===== src/rtl/cc_pkg.sv =====
package cc_pkg;

    localparam int unsigned CC_NFLAGS = 4;

    // Flag positions inside the parallel flag vector
    localparam int unsigned CC_IDX_CARRY = 0;
    localparam int unsigned CC_IDX_ZERO  = 1;
    localparam int unsigned CC_IDX_NEG   = 2;
    localparam int unsigned CC_IDX_OVF   = 3;

    typedef enum logic [1:0] {
        CC_HOLD  = 2'd0,
        CC_LOAD  = 2'd1,
        CC_SHIFT = 2'd2
    } cc_op_e;

endpackage


===== src/rtl/cc_op_decode.sv =====
module cc_op_decode
    import cc_pkg::*;
(
    input  logic   en_i,
    input  logic   load_nshift_i,
    output cc_op_e op_o
);

    always_comb begin
        unique case ({en_i, load_nshift_i})
            2'b11:   op_o = CC_LOAD;
            2'b10:   op_o = CC_SHIFT;
            2'b01:   op_o = CC_HOLD;
            default: op_o = CC_HOLD;
        endcase
    end

endmodule


===== src/rtl/cc_shift_store.sv =====
module cc_shift_store
    import cc_pkg::*;
#(
    parameter int unsigned NFLAGS = CC_NFLAGS
) (
    input  logic              clk,
    input  logic              rst_n,
    input  cc_op_e            op_i,
    input  logic [NFLAGS-1:0] par_i,
    output logic [NFLAGS-1:0] q_o
);

    localparam int unsigned TOP = NFLAGS - 1;

    logic [NFLAGS-1:0] q_r;

    always_ff @(posedge clk) begin
        if (!rst_n) begin
            q_r <= '0;
        end else begin
            unique case (op_i)
                CC_LOAD:  q_r <= par_i;
                CC_SHIFT: q_r <= {1'b0, q_r[TOP:1]};
                default:  q_r <= q_r;
            endcase
        end
    end

    assign q_o = q_r;

    AST_LOAD_CAPTURE: assert property (@(posedge clk) disable iff (!rst_n)
        (op_i == CC_LOAD) |=> (q_r == $past(par_i)));

    AST_SHIFT_ADVANCE: assert property (@(posedge clk) disable iff (!rst_n)
        (op_i == CC_SHIFT) |=> (q_r[0] == $past(q_r[1])));

    AST_SHIFT_ZERO_FILL: assert property (@(posedge clk) disable iff (!rst_n)
        (op_i == CC_SHIFT) |=> (q_r[TOP] == 1'b0));

    AST_HOLD_STABLE: assert property (@(posedge clk) disable iff (!rst_n)
        (op_i == CC_HOLD) |=> $stable(q_r));

endmodule


===== src/rtl/cc_serial_flags.sv =====
module cc_serial_flags
    import cc_pkg::*;
(
    input  logic                 clk,
    input  logic                 rst_n,
    input  logic [CC_NFLAGS-1:0] alu_flags,
    input  logic                 cc_en,
    input  logic                 cc_load_nshift,
    output logic                 cc_bit
);

    cc_op_e                 op;
    logic [CC_NFLAGS-1:0]   store_q;

    cc_op_decode u_decode (
        .en_i          (cc_en),
        .load_nshift_i (cc_load_nshift),
        .op_o          (op)
    );

    cc_shift_store #(
        .NFLAGS (CC_NFLAGS)
    ) u_store (
        .clk   (clk),
        .rst_n (rst_n),
        .op_i  (op),
        .par_i (alu_flags),
        .q_o   (store_q)
    );

    assign cc_bit = store_q[CC_IDX_CARRY];

    AST_OUT_TRACKS_LOAD: assert property (@(posedge clk) disable iff (!rst_n)
        (cc_en && cc_load_nshift) |=> (cc_bit == $past(alu_flags[CC_IDX_CARRY])));

    AST_OUT_HOLDS: assert property (@(posedge clk) disable iff (!rst_n)
        (!cc_en) |=> (cc_bit == $past(cc_bit)));

endmodule


===== config.mk =====
export PLATFORM = sky130hd
export DESIGN_NAME = cc_serial_flags
export DESIGN_NICKNAME = d
export VERILOG_FILES = /design/src/rtl/cc_pkg.sv /design/src/rtl/cc_op_decode.sv /design/src/rtl/cc_shift_store.sv /design/src/rtl/cc_serial_flags.sv
export SDC_FILE = /design/constraint.sdc
export NUM_CORES = 1
export LEC_CHECK = 0
export ABC_CLOCK_PERIOD_IN_PS = 2000
export BUFFER_PORTS_ARGS = -buffer_cell sky130_fd_sc_hd__buf_2
export CORE_AREA = 2 2 39 41
export CTS_CLUSTER_DIAMETER = 100
export DETAILED_ROUTE_END_ITERATION = 7
export DIE_AREA = 0 0 41 43
export GPL_ROUTABILITY_DRIVEN = 0
export PLACE_DENSITY = 0.46
export SLEW_MARGIN = 20
export SYNTH_ARGS = -nofsm -noshare
export SYNTH_HDL_FRONTEND = slang
export SYNTH_HIERARCHICAL = 1
export SYNTH_SLANG_ARGS = --single-unit

===== constraint.sdc =====
create_clock -name clk -period 2 [get_ports clk]
set_input_delay 0.3 -clock clk [delete_from_list [all_inputs] [get_ports clk]]
set_output_delay 0.3 -clock clk [all_outputs]
set_load 0.01 [all_outputs]

==> results of run 1 <==
-- path summary, 6_finish.rpt --
| kind | start | endpoint | slack, ns | cells past startpoint |
|---|---|---|---|---|
| worst min-delay path | rst_n | u_store/q_o[2]$_SDFFE_PN0P_ | 0.33 | 2 |
| worst min register to register | u_store/q_o[3]$_SDFFE_PN0P_ | u_store/q_o[3]$_SDFFE_PN0P_ | 0.44 | 2 |
| worst max-delay path | cc_load_nshift | u_store/q_o[3]$_SDFFE_PN0P_ | 0.70 | 5 |
| worst max register to register | u_store/q_o[1]$_SDFFE_PN0P_ | u_store/q_o[0]$_SDFFE_PN0P_ | 1.12 | 2 |
-- worst max-delay path, delay by kind of cell --
family                   cells  cell delay (ns)
buffers and inverters        1             0.08
AND/OR/NAND/NOR              2             0.60
adder cells (fa/ha/maj)      1             0.35
AO/OA/AOI/OAI                1             0.13
-- through the flow --
stage	utilization, %	cells
final	21.8	47
after global routing	21.8	47
after CTS	21.8	47
after detailed placement	20.2	44
after global placement	20.2	44
after floorplan	-	20
-- power by group through the flow --
stage	sequential (uW)	combinational, uW	clock, uW
floorplan	92.5	27.1	0
global placement	91.8	40.0	0
detailed placement	92.3	40.8	0
CTS	90.9	41.1	110
global route	91.5	45.9	110
finish	90.9	40.4	103
-- per-layer routing --
metal / track usage, % / up-vias / share of wire [%]
li1: - / 93 / -
met1: 8.09 / 73 / 47
met2: 5.94 / 9 / 37
met3: 3.14 / 0 / 16
met4: 6.00 / 0 / 0
met5: 0 / - / 0
-- cells in the final DEF, fill, tap and decap left out --
| cell type | n |
|---|---|
| or2b_1 | 3 |
| buf_2 | 8 |
| inv_1 | 1 |
| o211a_1 | 3 |
| or3b_1 | 1 |
| nand2_1 | 1 |
| dfxtp_1 | 4 |
| and2_2 | 1 |
| clkbuf_4 | 3 |
| and2b_2 | 1 |
| a21boi_1 | 1 |
| ha_1 | 1 |
| mux2_2 | 3 |
-- cell usage after synthesis --
cell type  n
a21boi_1   1
and2_2     1
and2b_2    1
dfxtp_1    4
ha_1       1
inv_1      1
mux2_2     3
nand2_1    1
o211a_1    3
or2b_1     3
or3b_1     1
-- kinds of logic after synthesis --
group / Yosys count
AND/OR/NAND/NOR: 7
AO/OA/AOI/OAI: 4
flip-flops: 4
multiplexers: 3
buffers and inverters: 1
adder cells (fa/ha/maj): 1
-- layout make-up --
class | instances | area, sq um | share of cell area [%]
repair buffers | 8 | 40.0 | 13.3
inverters | 1 | 3.75 | 1.24
clock buffers | 3 | 22.5 | 7.47
flip-flops and latches | 4 | 80.1 | 26.6
multi-input cells | 15 | 135 | 44.8
well taps | 16 | 20.0 | 6.64
==> results.md, run 1 <==
* Status: finished clean
* Die width at 41 microns
* Htree depth at 1
* CTS tree: done
* Largest net degree at the start of global routing at 9
* Post-Synth Adder-Cell Area at 5.71%
* Worst Clk Skew at 0.00521 ns
* Slew margin rel. at 87.9%
* Antenna violations before repair at 0
* Clock buffer count from CTS at 3
* Drt initial violations at 0
* Largest stage delay on the critical path at 0.39 ns
* PD cells at 778 nW/um^2
* DIE AREA at 1760 sq um
* Top cells by area, synth: dfxtp_1 (37%), mux2_2 (15%), o211a_1 (14%)
* # IOs at 9
* Worst path slowest cell: or3b_1
* Final Power at 234 uW
* CP cell instances: buf_2 -> and2b_2 -> ha_1 -> or3b_1 -> a21boi_1
* Cell taking the most area after synthesis: dfxtp_1
* Clock latency on the worst-skew pair at 0.24 ns
* Finish-stage setup viols at 0
* GRT overflow at 0
* Switching share of power at 23.1%
* Switching power at 54.2 uW
* Post-synthesis cell count at 20
* Pins Over Slew Limit at 0
* # Post-CTS Setup Buffers at 0
* Avg WL per Cell at 9.06 microns
* Min Hold Slack at 0.334 ns
* Main combinational cell family by area after synthesis: simple AND/OR/NAND/NOR gates
* # fillers at 157
* CTS clk-pin slew, worst paths at 0.04 ns
* Via density at 3.72
* Combinational power share at 17.2%
* DRT Pass-1 Iters at 1
* Core Area at 1380 sq um
* Number of nets with antenna violations after routing at 0
* Standard-cell rows at 14
* Synth Register Bits at 4
* Final period utilization at 65.0%
* Pre-CTS setup slack at 0.458 ns
* Dpl cell area at 279 sq um
* Clock Power Share at 44.0%
* Post_cts resized at 0
* Final #Nets at 42
* Achievable Freq at 770 MHz
* Final min period at 1.30 ns
* Fin area at 302 sq um
* Critical path fanouts, max at 8
* Yosys cell types at 11
* # diodes at 0
* Seq/Total Area, Yosys at 36.6%
* Share of the synthesized area in the top cell type at 36.6%
* Vias at 175
* Synthesis-to-finish area growth at 37.7%
* IO Port Bufs at 8
* Reg power frac at 38.8%
* Leakage power at 0.000164 uW
* Gr usage total at 5.94%
* Drt drc at 0
* Mux cell area share after synthesis at 15.4%
* Die Ht at 43 microns
* Fin. Hold Viols at 0
* First-pass GRT wire length at 634 microns
* Maximum buffer depth of the clock tree at 2
* Critical path type: in -> reg
* Worst EP required at 2.17 ns
* Mapped Nets at 29
* RSZ-0062 raised after global routing: no
* Worst-margin pin slew at 0.182 ns
* WL final at 426 microns
* Post-synthesis instance area at 219 sq um
* Vias in the first global route at 169
* Share of layout cells above drive strength 1 at 51.6%
* XOR/XNOR Fraction of Synth Area at 0%
* Arrival @ worst endpoint at 1.47 ns
* Initial core utilization at 15.8%
* Clock Sinks at 4
* Max VDD drop at 0.225 mV
* Warnings from Yosys at 6
* Total Neg Setup Slack at 0 ns
* Syn Area/Cell at 10.9 sq um
* Max reg flops at 4
* HP Class: in -> reg
* CP startpoint kind: input pin
* Synth Area in Compound Gates at 17.1%
* Power Internal at 180 uW
* Final Worst Setup Slack at 0.701 ns
* Clock root cell: clkbuf_4
* CTS Hold Buffers Added at 0
* Post-Synth Simple-Gate Area at 23.4%
* Critical path endpoint category: flip-flop
* Max-cap viol count at 0
No activity file was read; power rests on OpenSTA's default activity.
==> run 2: changes to the inputs <==
--- a/config.mk
+++ b/config.mk
@@ -5,7 +5,7 @@
 export SDC_FILE = /design/constraint.sdc
 export NUM_CORES = 1
 export LEC_CHECK = 0
-export ABC_CLOCK_PERIOD_IN_PS = 2000
+export ABC_CLOCK_PERIOD_IN_PS = 1300
 export BUFFER_PORTS_ARGS = -buffer_cell sky130_fd_sc_hd__buf_2
 export CORE_AREA = 2 2 39 41
 export CTS_CLUSTER_DIAMETER = 100
==> constraint.sdc (replaced) <==
create_clock -name clk -period 1.3 [get_ports clk]
set_input_delay 0.195 -clock clk [delete_from_list [all_inputs] [get_ports clk]]
set_output_delay 0.195 -clock clk [all_outputs]
set_load 0.01 [all_outputs]
==> results.md, run 2 (synthesis results as in run 1) <==
* Switching share of power at 21.8%
* Worst Clk Skew at 0.000673 ns
* Die width at 41 microns
* Clock Power Share at 42.6%
* Fin area at 302 sq um
* WL met2 at 158 microns
* CP cell instances: buf_2 -> and2b_2 -> ha_1 -> or3b_1 -> a21boi_1
* Combinational power share at 17.9%
* Status: finished clean
* Post-DP HPWL at 341 microns
* Leakage power at 0.000164 uW
* Critical path fanouts, max at 8
* Dpl cell area at 279 sq um
* Reg power frac at 39.5%
* Antenna violations before repair at 0
* Synthesis-to-finish area growth at 37.7%
* Final min period at 1.22 ns
* WP buf/inv at 1
* PD cells at 1180 nW/um^2
* Final Power at 355 uW
* Number of nets with antenna violations after routing at 0
* Share of layout cells above drive strength 1 at 51.6%
* Worst EP required at 1.46 ns
* # IOs at 9
* Clock buffer count from CTS at 3
* DRT Pass-1 Iters at 2
* # diodes at 0
* Fin. Hold Viols at 0
* Drt initial violations at 2
* Final period utilization at 94.0%
* Commonest non-fill, non-tap cell in the layout: buf_2
* Critical path type: in -> reg
* DIE AREA at 1760 sq um
* Standard-cell rows at 14
* DR top layer: met4
* Arrival @ worst endpoint at 1.38 ns
* Final Non-Filler Cells at 47
* Largest stage delay on the critical path at 0.40 ns
* WL final at 438 microns
* CP startpoint kind: input pin
* First-pass GRT wire length at 690 microns
* Placed cell count at 44
* CTS tree: done
* # fillers at 148
* CP top delay family: simple AND/OR/NAND/NOR gates
* HP Class: in -> reg
* Maximum buffer depth of the clock tree at 2
* Initial core utilization at 15.8%
* Max VDD drop at 0.325 mV
* Achievable Freq at 819 MHz
* Max reg flops at 4
* Htree depth at 1
* Switching power at 77.5 uW
* Seq. cell area at 80.1 sq um
* Drt drc at 0
* Power Internal at 277 uW
* Critical path endpoint category: flip-flop
* Via density at 3.96
* GRT overflow at 0
* Largest net degree at the start of global routing at 9
* Avg WL per Cell at 9.32 microns
* Worst path slowest cell: or3b_1
* Final #Nets at 42
* IO Port Bufs at 8
* Worst-margin pin slew at 0.200 ns
* Gr usage total at 6.32%
* Clock root cell: clkbuf_4
* Core Area at 1380 sq um
* Multi-input combinational cell area at 135 sq um
* Pins Over Slew Limit at 0
* Clock latency on the worst-skew pair at 0.23 ns
* Clock Sinks at 4
* RSZ-0062 raised after global routing: no
* Post_cts resized at 0
* Max-cap viol count at 0
* Slew margin rel. at 86.7%
* CTS clk-pin slew, worst paths at 0.04 ns
* Most frequent cells in the layout: buf_2 (8), dfxtp_1 (4)
* Reg-to-reg setup timing slack at 0.44 ns
* Vias at 186
* Die Ht at 43 microns
* Finish-stage setup viols at 0
* M1 wire length at 226 microns
* # Post-CTS Setup Buffers at 0
* DR WL met3 at 44 microns
* Vias in the first global route at 194
* CTS Hold Buffers Added at 0
-- run 2: cell counts in the layout (fill, tap and decap cells not counted) --
Identical to the previous run, type by type.
-- run 2: metal layers --
layer,track usage [%],vias up
li1,-,94
met1,7.05,81
met2,7.19,9
met3,4.71,2
met4,6.00,0
met5,0,-
-- run 2: final timing paths --
| kind | startpoint | to | cells after the start |
|---|---|---|---|
| hold reg to reg | u_store/q_o[3]$_SDFFE_PN0P_ | u_store/q_o[3]$_SDFFE_PN0P_ | 2 |
| setup reg to reg | u_store/q_o[3]$_SDFFE_PN0P_ | u_store/q_o[2]$_SDFFE_PN0P_ | 2 |
| setup / recovery | cc_load_nshift | u_store/q_o[3]$_SDFFE_PN0P_ | 5 |
| hold / removal | rst_n | u_store/q_o[2]$_SDFFE_PN0P_ | 2 |
-- run 2: power groups by stage --
stage	combinational, uW	clock [uW]	sequential, uW
floorplan	41.7	0	142
CTS	63.9	163	140
global placement	61.2	0	141
detailed placement	63.5	0	142
global route	70.3	168	141
finish	63.6	151	140
-- run 2: worst register-to-register path: cells and delay by family (launching register included) --
| kind | cells | cell delay (ns) |
|---|---|---|
| flip-flops | 1 | 0.30 |
| multiplexers | 1 | 0.26 |
| AO/OA/AOI/OAI | 1 | 0.20 |
-- run 2: area by class of cell --
cell class | instances | share of cell area (%)
Sequential cell | 4 | 26.6
Tap cell | 16 | 6.64
Timing Repair Buffer | 8 | 13.3
Multi-Input combinational cell | 15 | 44.8
Clock buffer | 3 | 7.47
Inverter | 1 | 1.24
-- run 2: through the flow --
step	hold slack [ns]	setup WS (ns)	TNS (ns)	utilization, %
after floorplan	0.328	0.0166	0	-
after global placement	0.438	-0.126	-0.419	20.2
after detailed placement	0.451	-0.162	-0.524	20.2
after CTS	0.220	0.0853	0	21.8
after global routing	0.225	0.0113	0	21.8
final	0.232	0.0783	0	21.8
